File: src/rtl/pic_pkg.sv
package pic_pkg;
  localparam int LINES = 8;
  localparam int LW    = $clog2(LINES);

  typedef enum logic [1:0] {
    SEQ_IDLE = 2'd0,
    SEQ_W2   = 2'd1,
    SEQ_W3   = 2'd2,
    SEQ_W4   = 2'd3
  } seq_t;

  typedef enum logic [2:0] {
    ACT_ROT_OFF = 3'd0,
    ACT_NS_EOI  = 3'd1,
    ACT_NOP     = 3'd2,
    ACT_SP_EOI  = 3'd3,
    ACT_ROT_ON  = 3'd4,
    ACT_NS_ROT  = 3'd5,
    ACT_SET_PRI = 3'd6,
    ACT_SP_ROT  = 3'd7
  } act_t;
endpackage

File: src/rtl/pic_prio_res.sv
module pic_prio_res
  import pic_pkg::*;
(
  input  logic [LINES-1:0] vec_i,
  input  logic [LW-1:0]    base_i,
  output logic             found_o,
  output logic [LW:0]      prio_o,
  output logic [LW-1:0]    line_o
);
  logic [LW-1:0] idx;

  always_comb begin
    found_o = 1'b0;
    prio_o  = (LW+1)'(LINES);
    line_o  = '0;
    idx     = '0;
    for (int p = LINES - 1; p >= 0; p--) begin
      idx = base_i + p[LW-1:0];
      if (vec_i[idx]) begin
        found_o = 1'b1;
        prio_o  = p[LW:0];
        line_o  = idx;
      end
    end
  end
endmodule

File: src/rtl/pic_init_seq.sv
module pic_init_seq
  import pic_pkg::*;
(
  input  logic clk,
  input  logic rst,
  input  logic start_i,
  input  logic need4_i,
  input  logic single_i,
  input  logic step_i,
  output seq_t state_o
);
  logic need4_q, single_q;

  always_ff @(posedge clk) begin
    if (rst) begin
      state_o  <= SEQ_IDLE;
      need4_q  <= 1'b0;
      single_q <= 1'b0;
    end else if (start_i) begin
      state_o  <= SEQ_W2;
      need4_q  <= need4_i;
      single_q <= single_i;
    end else if (step_i) begin
      case (state_o)
        SEQ_W2:  state_o <= single_q ? (need4_q ? SEQ_W4 : SEQ_IDLE) : SEQ_W3;
        SEQ_W3:  state_o <= need4_q ? SEQ_W4 : SEQ_IDLE;
        SEQ_W4:  state_o <= SEQ_IDLE;
        default: state_o <= SEQ_IDLE;
      endcase
    end
  end
endmodule

File: src/rtl/pic_regif.sv
module pic_regif
  import pic_pkg::*;
#(
  parameter logic [7:0] TRIG_MASK = 8'hF8
) (
  input  logic             clk,
  input  logic             rst,
  input  logic [1:0]       addr_i,
  input  logic [7:0]       wdata_i,
  input  logic             wr_i,
  input  logic             rd_i,
  input  logic [LINES-1:0] req_i,
  output logic [7:0]       rdata_o,
  output logic             ack_o,
  output logic [LW-1:0]    ack_line_o,
  output logic [LINES-1:0] mask_o,
  output logic [LINES-1:0] isr_o,
  output logic [LW-1:0]    prio_base_o,
  output logic [7:0]       vec_base_o,
  output logic [LINES-1:0] trig_o,
  output logic             auto_eoi_o,
  output logic             rot_aeoi_o,
  output logic             spec_mask_o,
  output logic             nested_o
);
  localparam logic [7:0] VEC_MASK = 8'hFF << LW;

  seq_t seq_state;
  logic poll_q, rsel_q;

  wire  cmd_wr   = wr_i && (addr_i == 2'd0);
  wire  init_wr  = cmd_wr && wdata_i[4];
  wire  mode_wr  = cmd_wr && !wdata_i[4] && wdata_i[3];
  wire  act_wr   = cmd_wr && !wdata_i[4] && !wdata_i[3];
  wire  data_wr  = wr_i && (addr_i == 2'd1);
  wire  trig_wr  = wr_i && (addr_i == 2'd2);
  wire  rd_go    = rd_i && !wr_i;
  act_t act;
  assign act = act_t'(wdata_i[7:5]);

  logic [LINES-1:0] cur_vec;
  logic             req_found, cur_found, eoi_found;
  logic [LW:0]      req_prio, cur_prio, eoi_prio;
  logic [LW-1:0]    req_line, cur_line, eoi_line;

  assign cur_vec = spec_mask_o ? (isr_o & ~mask_o) : isr_o;

  pic_prio_res req_res_i (.vec_i(req_i & ~mask_o), .base_i(prio_base_o),
    .found_o(req_found), .prio_o(req_prio), .line_o(req_line));
  pic_prio_res cur_res_i (.vec_i(cur_vec), .base_i(prio_base_o),
    .found_o(cur_found), .prio_o(cur_prio), .line_o(cur_line));
  pic_prio_res eoi_res_i (.vec_i(isr_o), .base_i(prio_base_o),
    .found_o(eoi_found), .prio_o(eoi_prio), .line_o(eoi_line));

  wire poll_win = req_found && (req_prio < cur_prio);
  wire [LW-1:0] spec_line = wdata_i[LW-1:0];

  pic_init_seq seq_i (
    .clk(clk), .rst(rst), .start_i(init_wr), .need4_i(wdata_i[0]),
    .single_i(wdata_i[1]), .step_i(data_wr), .state_o(seq_state));

  always_ff @(posedge clk) begin
    if (rst) begin
      mask_o <= '0; isr_o <= '0; prio_base_o <= '0; vec_base_o <= '0;
      trig_o <= '0; auto_eoi_o <= 1'b0; rot_aeoi_o <= 1'b0;
      spec_mask_o <= 1'b0; nested_o <= 1'b0; poll_q <= 1'b0; rsel_q <= 1'b0;
      rdata_o <= '0; ack_o <= 1'b0; ack_line_o <= '0;
    end else begin
      ack_o <= 1'b0;
      if (init_wr) begin
        mask_o <= '0; isr_o <= '0; prio_base_o <= '0;
        auto_eoi_o <= 1'b0; rot_aeoi_o <= 1'b0; spec_mask_o <= 1'b0;
        nested_o <= 1'b0; poll_q <= 1'b0; rsel_q <= 1'b0;
      end else if (mode_wr) begin
        if (wdata_i[2]) poll_q <= 1'b1;
        if (wdata_i[1]) rsel_q <= wdata_i[0];
        if (wdata_i[6]) spec_mask_o <= wdata_i[5];
      end else if (act_wr) begin
        case (act)
          ACT_ROT_OFF: rot_aeoi_o <= 1'b0;
          ACT_ROT_ON:  rot_aeoi_o <= 1'b1;
          ACT_NS_EOI, ACT_NS_ROT: if (eoi_found) begin
            isr_o[eoi_line] <= 1'b0;
            if (act == ACT_NS_ROT) prio_base_o <= eoi_line + 1'b1;
          end
          ACT_SP_EOI:  isr_o[spec_line] <= 1'b0;
          ACT_SET_PRI: prio_base_o <= spec_line + 1'b1;
          ACT_SP_ROT: begin
            isr_o[spec_line] <= 1'b0;
            prio_base_o      <= spec_line + 1'b1;
          end
          default: ;
        endcase
      end else if (data_wr) begin
        case (seq_state)
          SEQ_IDLE: mask_o <= wdata_i;
          SEQ_W2:   vec_base_o <= wdata_i & VEC_MASK;
          SEQ_W4: begin
            nested_o   <= wdata_i[4];
            auto_eoi_o <= wdata_i[1];
          end
          default: ;
        endcase
      end else if (trig_wr) begin
        trig_o <= wdata_i & TRIG_MASK;
      end else if (rd_go) begin
        if (poll_q) begin
          poll_q <= 1'b0;
          if (poll_win) begin
            rdata_o    <= {1'b1, {(7-LW){1'b0}}, req_line};
            ack_o      <= 1'b1;
            ack_line_o <= req_line;
            if (auto_eoi_o) begin
              if (rot_aeoi_o) prio_base_o <= req_line + 1'b1;
            end else begin
              isr_o[req_line] <= 1'b1;
            end
          end else begin
            rdata_o <= '0;
          end
        end else begin
          case (addr_i)
            2'd0:    rdata_o <= rsel_q ? isr_o : req_i;
            2'd1:    rdata_o <= mask_o;
            2'd2:    rdata_o <= trig_o;
            default: rdata_o <= '0;
          endcase
        end
      end
    end
  end
endmodule

File: config.mk
export PLATFORM = sky130hd
export DESIGN_NAME = pic_regif
export DESIGN_NICKNAME = d
export VERILOG_FILES = /design/src/rtl/pic_pkg.sv /design/src/rtl/pic_prio_res.sv /design/src/rtl/pic_init_seq.sv /design/src/rtl/pic_regif.sv
export SDC_FILE = /design/constraint.sdc
export NUM_CORES = 1
export LEC_CHECK = 0
export ABC_AREA = 1
export BUFFER_PORTS_ARGS = -buffer_cell sky130_fd_sc_hd__buf_2
export CAP_MARGIN = 20
export CORE_UTILIZATION = 25
export CTS_CLUSTER_DIAMETER = 60
export DETAILED_ROUTE_END_ITERATION = 6
export SYNTH_ARGS = -nofsm -noshare
export SYNTH_HDL_FRONTEND = slang
export SYNTH_HIERARCHICAL = 1
export SYNTH_SLANG_ARGS = --single-unit
export TNS_END_PERCENT = 100
File: constraint.sdc
create_clock -name clk -period 3 [get_ports clk]
set_input_delay 0.3 -clock clk [delete_from_list [all_inputs] [get_ports clk]]
set_output_delay 0.3 -clock clk [all_outputs]
set_load 0.02 [all_outputs]
## Word-level counts from Yosys, hierarchy flattened

Index checks and enable logic that the tools add are counted.

- Output and inout port bits: 51
- Register bits after elaboration: 51
- Input bits: 22
- Logic and storage cells: 263

- Equal/unequal tests: 22
- $lt $le $gt $ge: 15
- Reduce and logical (&&, ||, !) cells: 43
- Add/sub/neg operators: 10
- Muxes and demuxes: 140
- Bitwise logic cells: 15

Operator list:

| kind | count |
|---|---|
| 8-bit two-way mux | 12 |
| 3-bit two-way mux | 26 |
| 1-bit binary-select mux with 3-bit select | 24 |
| 4-bit two-way mux | 16 |
| 1-bit two-way mux | 52 |
| 3-bit by 4-bit < comparator with 1-bit output, second input constant | 11 |
| 8-bit bitwise AND | 4 |
| 8-bit inverter | 3 |
| 8-bit case mux with 3 select lines | 1 |
| 8-bit case mux with 2 select lines | 1 |
| 2-bit nonzero test | 8 |
| 5-bit AND reduction | 3 |
| 3-bit by 1-bit adder with 3-bit output, second input constant | 4 |
| 3-bit adder, second input constant | 4 |
| 3-bit == test, second input constant | 4 |
| 1-bit logical AND | 12 |
| 2-bit != test, second input constant | 6 |
| 11-bit AND reduction | 1 |
| 1-bit demux with 3-bit select | 3 |
| 3-bit by 1-bit greater-or-equal comparator with 1-bit output, second input constant | 3 |
| 9-bit AND reduction | 1 |
| 8-bit OR | 1 |
| 4-bit AND reduction | 2 |
| 8-bit AND reduction | 1 |
| 22 further kinds | 42 |

## Longest topological paths before layout

Gate-level depths: netlist of the first run.

- Word-level depth: 24
- Gate-level depth with buffers: 29
- Depth with buffers taken out: 28

## By module

The synthesis of the first run kept the hierarchy.

By module, submodules not included:

| module | instances | cells each | seq. area each (um^2) | area each (um^2) |
|---|---|---|---|---|
| pic_regif | 1 | 435 | 940.9 | 2,856.5 |
| pic_prio_res | 3 | 138 | 0.0 | 754.5 |
| pic_init_seq | 1 | 31 | 80.1 | 229.0 |

## Worst setup path before layout of the first run

No wires, ideal clock.

- Kind: register to register
- From: register prio_base_o[0]
- To: register ack_line_o[0]
- Cell stages (with the launch flop): 20
- Path slack: -0.261 ns
- Clock period less this slack: 3.261 ns
- Library setup time: 0.128 ns
- Buffers on the path: 2
- Arrival: 3.134 ns
- Cells stage by stage: dfxtp_1 > buf_6 > inv_8 > ha_1 > buf_4 > inv_2 > nand3_1 > nand3_1 > nand2_2 > nor2_1 > nand2_1 > nor2_4 > inv_1 > ha_1 > a21oi_1 > nand2_1 > nor2_1 > nand2_1 > a21oi_1 > nor2_1

- Cells in the longest elaborated chain, start to end: 14
- Elaborated cells on any way between the ends: 74
- Classes of those cells: add/sub (7); order compare (1); mux (64); reduce/logical (2)

RTL lines:

| element | RTL line | RTL |
|---|---|---|
| from (decl) | pic_regif.sv:18 | `output logic [LW-1:0] prio_base_o,` |
| from (signal assigned) | pic_regif.sv:84 | `if (act == ACT_NS_ROT) prio_base_o <= eoi_line + 1'b1;` |
| from (signal assigned) | pic_regif.sv:87 | `ACT_SET_PRI: prio_base_o <= spec_line + 1'b1;` |
| from (signal assigned) | pic_regif.sv:90 | `prio_base_o <= spec_line + 1'b1;` |
| 3-bit adder | pic_prio_res.sv:18 | `idx = base_i + p[LW-1:0];` |
| 1-bit binary-select mux with 3-bit select | pic_prio_res.sv:19 | `if (vec_i[idx]) begin` |
| 1-bit two-way mux (implied by the code) | pic_prio_res.sv:19 |  |
| 4-bit two-way mux (7 in a row) | pic_prio_res.sv:19 |  |
| 4-bit two-way mux (*) | pic_prio_res.sv:19 |  |
| net cur_prio[3] | pic_regif.sv:43 | `logic [LW:0] req_prio, cur_prio, eoi_prio;` |
| 4-bit < comparator (*) | pic_regif.sv:55 | `wire poll_win = req_found && (req_prio < cur_prio);` |
| 1-bit logical AND (*) | pic_regif.sv:55 |  |
| 8-bit AND reduction (no line) (*) | -- |  |
| to (signal assigned) | pic_regif.sv:112 | `ack_line_o <= req_line;` |
| to (decl) | pic_regif.sv:15 | `output logic [LW-1:0] ack_line_o,` |

The timed path passes the listed nets; every way through them passes the cells marked *. The select of a mux whose other input is x is not followed.
A chain may end at the register's enable or synchronous reset.

## Worst setup path after layout of the first run

- From: register prio_base_o[0]
- To: register isr_o[6]

- Elaborated cells on any way between the ends: 130
- Classes of those cells: add/sub (7); order compare (5); eq/ne (1); mux (109); bitwise (3); reduce/logical (5)

RTL lines:

| element | RTL line | RTL |
|---|---|---|
| 3-bit adder | pic_prio_res.sv:18 |  |
| 1-bit binary-select mux with 3-bit select | pic_prio_res.sv:19 |  |
| 1-bit two-way mux (implied by the code) | pic_prio_res.sv:19 |  |
| 4-bit two-way mux (7 in a row) | pic_prio_res.sv:19 |  |
| 4-bit two-way mux (*) | pic_prio_res.sv:19 |  |
| net req_prio[3] | pic_regif.sv:43 |  |
| 4-bit < comparator (*) | pic_regif.sv:55 |  |
| 1-bit logical AND (*) | pic_regif.sv:55 |  |
| 2-bit nonzero test (no line) (*) | -- |  |
| 9-bit AND reduction (no line) (*) | -- |  |
| to (signal assigned) | pic_regif.sv:64 | `mask_o <= '0; isr_o <= '0; prio_base_o <= '0; vec_base_o <= '0;` |
| to (signal assigned) | pic_regif.sv:71 | `mask_o <= '0; isr_o <= '0; prio_base_o <= '0;` |
| to (signal, indexed assignment) | pic_regif.sv:83 | `isr_o[eoi_line] <= 1'b0;` |
| to (decl) | pic_regif.sv:17 | `output logic [LINES-1:0] isr_o,` |

Marked as above.

==> results of run 1 <==
## worst max-delay path, cell delays in order (launching register included)
cell,delay (ps)
dfxtp_4,450
inv_8,40
ha_4,380
nand3_4,120
nand3_4,110
nand2_2,60
nor2_2,90
inv_2,50
nor3_2,160
inv_2,80
nor2_4,140
ha_4,230
a21oi_4,170
nand3_2,110
nand2_2,120
buf_6,120
nand3_4,140
nand2_2,110
a21oi_1,60
## metrics by stage
stage / instance area, µm² / util, % / TNS, ps / total power [mW]
2_1_floorplan: 5195 / - / 0 / 0.9363
3_3_place_gp: 6183 / 30.56 / -118.5 / 1.063
3_5_place_dp: 6183 / 30.56 / -961.5 / 1.063
4_1_cts: 6376 / 31.51 / 0 / 1.680
5_1_grt: 6885 / 34.03 / -254.8 / 1.778
6_report: 6885 / 34.03 / 0 / 1.701
## routing by layer
metal | vias up | wire length [µm] | track usage, %
met3 | 39 | 992 | 2.226
met4 | 2 | 505 | 5.105
met5 | - | 13 | 0
met1 | 2746 | 7848 | 21.36
met2 | 200 | 8486 | 27.54
li1 | 2981 | - | -
## layout make-up
cell class / instances / area, µm²
Clock buffer: 7 / 153.9
Fill cell: 2183 / 13350
Inverter: 113 / 476.7
Multi-Input combinational cell: 651 / 3901
Sequential cell: 51 / 1030
Tap cell: 270 / 337.8
Timing Repair Buffer: 145 / 985.9
## sequential cells by signal, indices dropped and copies added, names as in the netlist, 2 cells and up
signal,cells
rdata_o,8
mask_o,8
vec_base_o,5
prio_base_o,3
isr_o,8
trig_o,5
seq_i/state_o,2
ack_line_o,3
## what timing repair did
action / CTS / global route
buffers inserted: 1 / 5
setup endpoints to repair: 15 / 19
pin swaps: 1 / 25
hold endpoints to repair: 0 / 0
gates resized for setup: 7 / 112
## power groups by stage
stage / sequential [mW] / clock (mW) / combinational (mW)
floorplan: 0.738 / 0 / 0.198
global placement: 0.723 / 0 / 0.340
detailed placement: 0.723 / 0 / 0.340
CTS: 0.707 / 0.632 / 0.342
global route: 0.709 / 0.657 / 0.413
finish: 0.707 / 0.618 / 0.375
## path summary, 6_finish.rpt
| path | start | end | slack [ps] | cells after the start |
|---|---|---|---|---|
| setup / recovery | prio_base_o[0]$_SDFFE_PP0P_ | isr_o[6]$_SDFFE_PP0P_ | 120 | 18 |
| hold / removal | wdata_i[1] | seq_i/single_q$_SDFFE_PP0P_ | 300 | 3 |
| setup reg to reg | prio_base_o[0]$_SDFFE_PP0P_ | isr_o[6]$_SDFFE_PP0P_ | 120 | 18 |
| hold reg to reg | seq_i/need4_q$_SDFFE_PP0P_ | seq_i/need4_q$_SDFFE_PP0P_ | 490 | 2 |
==> flow_metrics.py, run 1 <==
metrics = {
    "status": {
        "outcome": "finished clean",
    },
    "floorplanning": {
        "die_h_um": 145.8,
        "rows": 52,
        "start_util_pct": 25.54,
        "fp.coreArea_um2": 20230,
        "design.die.area_um2": 21250,
        "io-pin-count": 73,
        "die_w_um": 145.8,
    },
    "worst_setup_path": {
        "path_class": "register to register",
        "cp-end-kind": "register",
        "required_ps": 3160,
        "path_max_fanout": 8,
        "arrival_ps": 3040,
        "start_kind": "register",
    },
    "power_and_ir_drop": {
        "leakagePower_nw": 3.168,
        "power_frac_seq_pct": 41.6,
        "peakVddDrop_mv": 0.2495,
        "power.density_nw_per_um2": 247.0,
        "p_switching_uw": 522.5,
        "pwr-share-clk_pct": 36.4,
        "internal-power_mw": 1.178,
        "switching_share_pct": 30.72,
        "combinationalPowerShare_pct": 22.1,
    },
    "drt": {
        "drt_iter0_markers": 425,
        "avgViaCountPerCell": 4.825,
        "drt-total-wl_mm": 17.85,
        "avgRoutedWirePerCell_um": 14.43,
        "detail-route-antenna-nets": 0,
        "drc_errors": 0,
        "drt_pass1_iterations": 5,
        "num_vias": 5968,
    },
    "placed_design": {
        "place_congestion": 0.9152,
        "port_buffers": 66,
        "dp_slack_ps": -87.70,
        "dp.final_hpwl_mm": 13.71,
        "dp.cells": 1225,
    },
    "worst_hold_path": {
        "min_path_type": "input pin to register",
    },
    "global_routing": {
        "antenna_found_initial": 1,
        "overflow": 0,
        "grt_pass1_vias": 5511,
        "grt_first_pass_wirelength_mm": 28.14,
        "grt_use_total_pct": 16.30,
        "grt_max_degree": 27,
    },
    "sta": {
        "worst_slew_pin_slew_ps": 632.2,
        "hold_viol_final": 0,
        "skew_ps": 5.684,
        "maxSlewHeadroom_pct": 57.70,
        "timing.hold.ws_ps": 296.3,
        "setup_viol": 0,
        "drv_slew": 0,
        "fin_crit_ps": 2878,
        "rsz0062_at_grt": "yes",
        "post-route-period-util_pct": 95.92,
        "layout_setup_ws_ps": 122.3,
        "fmax_mhz": 347.5,
    },
    "logic_synthesis": {
        "avgSynthCellArea_um2": 6.139,
        "ys_warn_count": 6,
        "netlist_area_um2": 5169,
        "synth_cells": 842,
    },
    "cells_and_area": {
        "n_antenna_cell": 0,
        "final_common_cell": "nand2_1",
        "layout-drive-gt1-share_pct": 36.61,
        "syn_to_final_growth_pct": 33.21,
        "final_cell_mix": "nand2_1 (197), nand3_1 (84), inv_1 (73)",
        "fin_nets": 1001,
        "final_cells": 1237,
    },
    "clock_network": {
        "cts_max_path_buffers": 2,
        "hold_buffers": 0,
        "cts_tree": "yes",
        "ctsHtreeMaxLevel": 2,
        "cts.sinks": 51,
        "clk_latency_ps": 290,
        "clk_pin_slew_ps": 70,
        "cts_root_buf": "clkbuf_16",
        "cts_buffers": 5,
    },
    "run": {
        "maxCapViolCount": 0,
    },
}
(Power assumes the default switching activity.)
==> run 2: changes to the inputs <==
--- a/config.mk
+++ b/config.mk
@@ -8,6 +8,7 @@
 export ABC_AREA = 1
 export BUFFER_PORTS_ARGS = -buffer_cell sky130_fd_sc_hd__buf_2
 export CAP_MARGIN = 20
+export CORE_ASPECT_RATIO = 2
 export CORE_UTILIZATION = 25
 export CTS_CLUSTER_DIAMETER = 60
 export DETAILED_ROUTE_END_ITERATION = 6
==> flow_metrics.py, run 2 (synthesis gave the netlist of run 1 again) <==
metrics = {
    "status": {
        "outcome": "finished clean",
    },
    "power_and_ir_drop": {
        "total_power_mw": 1.774,
        "internal-power_mw": 1.238,
        "power_frac_seq_pct": 40.0,
        "power.density_nw_per_um2": 256.3,
        "combinationalPowerShare_pct": 21.7,
        "leakagePower_nw": 3.200,
        "peakVddDrop_mv": 0.2766,
        "p_switching_uw": 536.2,
        "switching_share_pct": 30.22,
        "pwr-share-clk_pct": 38.3,
    },
    "clock_network": {
        "cts.sinks": 51,
        "cts_max_path_buffers": 2,
        "clk_latency_ps": 300,
        "hold_buffers": 0,
        "cts_tree": "yes",
        "clk_pin_slew_ps": 70,
        "ctsHtreeMaxLevel": 2,
        "cts_root_buf": "clkbuf_16",
        "cts_buffers": 5,
    },
    "sta": {
        "skew_ps": 6.923,
        "timing.hold.ws_ps": 324.1,
        "layout_setup_ws_ps": 130.5,
        "rsz0062_at_grt": "yes",
        "hold_viol_final": 0,
        "maxSlewHeadroom_pct": 60.52,
        "fin_crit_ps": 2870,
        "post-route-period-util_pct": 95.65,
        "worst_slew_pin_slew_ps": 590.1,
        "setup_viol": 0,
        "fmax_mhz": 348.5,
        "setup_tns_ps": 0,
        "drv_slew": 0,
    },
    "cells_and_area": {
        "final_util_pct": 33.99,
        "n_antenna_cell": 0,
        "final_cells": 1235,
        "layout-drive-gt1-share_pct": 36.02,
        "fin_area_um2": 6924,
        "final_cell_mix": "nand2_1 (200), nand3_1 (93), inv_1 (72)",
        "syn_to_final_growth_pct": 33.96,
        "reg.largest.list": "isr_o: 8 flops, mask_o: 8 flops, rdata_o: 8 flops",
        "final_common_cell": "nand2_1",
        "fin_nets": 1002,
    },
    "placed_design": {
        "port_buffers": 66,
        "place_congestion": 0.9836,
        "dp_slack_ps": -69.17,
        "dp.final_hpwl_mm": 15.81,
        "dp.cells": 1214,
        "post_dp_cell_area_um2": 6126,
    },
    "floorplanning": {
        "die_w_um": 103.7,
        "fp.coreArea_um2": 20370,
        "design.die.area_um2": 21290,
        "die_h_um": 205.3,
        "rows": 74,
        "io-pin-count": 73,
        "start_util_pct": 25.37,
    },
    "drt": {
        "avgRoutedWirePerCell_um": 15.72,
        "drt_pass1_iterations": 5,
        "drt_iter0_markers": 197,
        "num_vias": 6110,
        "avgViaCountPerCell": 4.947,
        "detail-route-antenna-nets": 0,
        "drt-total-wl_mm": 19.41,
        "drc_errors": 0,
    },
    "worst_setup_path": {
        "cp-end-kind": "register",
        "start_kind": "register",
        "required_ps": 3230,
        "arrival_ps": 3100,
        "path_max_fanout": 6,
        "path_class": "register to register",
    },
    "global_routing": {
        "grt_pass1_vias": 5880,
        "grt_max_degree": 26,
        "antenna_found_initial": 0,
        "grt_first_pass_wirelength_mm": 29.57,
        "overflow": 0,
        "grt_use_total_pct": 17.92,
    },
    "run": {
        "maxCapViolCount": 0,
    },
    "worst_hold_path": {
        "min_path_type": "input pin to register",
    },
}
run 2: cell types whose count changed in the layout (fill, tap and decap cells not counted), moves of 3 or more:
cell | previous run | this run
nand3_1 | 84 | 93
nand3_4 | 13 | 7
nand2_2 | 52 | 47
a21oi_1 | 70 | 66
a21oi_2 | 7 | 11
buf_4 | 70 | 66
nand2_1 | 197 | 200
nand3_2 | 37 | 34
nor2_1 | 59 | 62
nor2_2 | 7 | 4
run 2: critical path: stages, from the launching register on:
cell and delay (ps):
dfxtp_4 450, buf_8 160, ha_4 140, buf_8 130, xor2_4 180, nand3_2 130
nand2_2 100, buf_6 110, a21oi_1 60, nand3_1 80, nand2_1 60, nand2_1 60
nand2_1 80, a21oi_4 210, buf_4 170, nand2_1 110, o21ai_1 160, nand2_1 70
nand2_1 70, nand3_1 70, a21oi_1 170
run 2: power groups by stage:
stage	Combinational [mW]	Sequential (mW)	Clock (mW)
6_report	0.386	0.710	0.679
5_1_grt	0.419	0.711	0.713
4_1_cts	0.348	0.710	0.683
3_5_place_dp	0.344	0.726	0
3_3_place_gp	0.344	0.726	0
2_1_floorplan	0.198	0.738	0
run 2: final timing paths:
path                                             startpoint                endpoint  slack (ps)  cells past startpoint
worst max register to register  prio_base_o[0]$_SDFFE_PP0P_   isr_o[2]$_SDFFE_PP0P_         130                     20
worst min-delay path                             wdata_i[4]  trig_o[4]$_SDFFE_PP0P_         320                      3
worst max-delay path            prio_base_o[0]$_SDFFE_PP0P_   isr_o[2]$_SDFFE_PP0P_         130                     20
worst min register to register       trig_o[6]$_SDFFE_PP0P_  trig_o[6]$_SDFFE_PP0P_         480                      2
run 2: layout make-up:
class                   count  area (µm²)
fillers                  2290       13450
flip-flops and latches     51        1030
inverters                 113       476.7
clock inverters             2       35.03
multi-input cells         651        3854
well taps                 266       332.8
clock buffers               6       138.9
repair buffers            146        1057
run 2: repair_timing:
item                                    in CTS  in global routing
gates cloned                                 0                  3
resized for setup                           11                104
pin swaps                                    1                 42
buffers inserted                             0                 10
endpoints found under the setup margin      14                 18
run 2: per-layer routing:
layer  global-route usage, %  up-vias  part of all wire, %
met5                       0        -                    0
met4                   17.19        0                   11
met3                   1.394      110                  3.2
met2                   35.81      233                   54
met1                   15.30     2780                   32
li1                        -     2987                    -
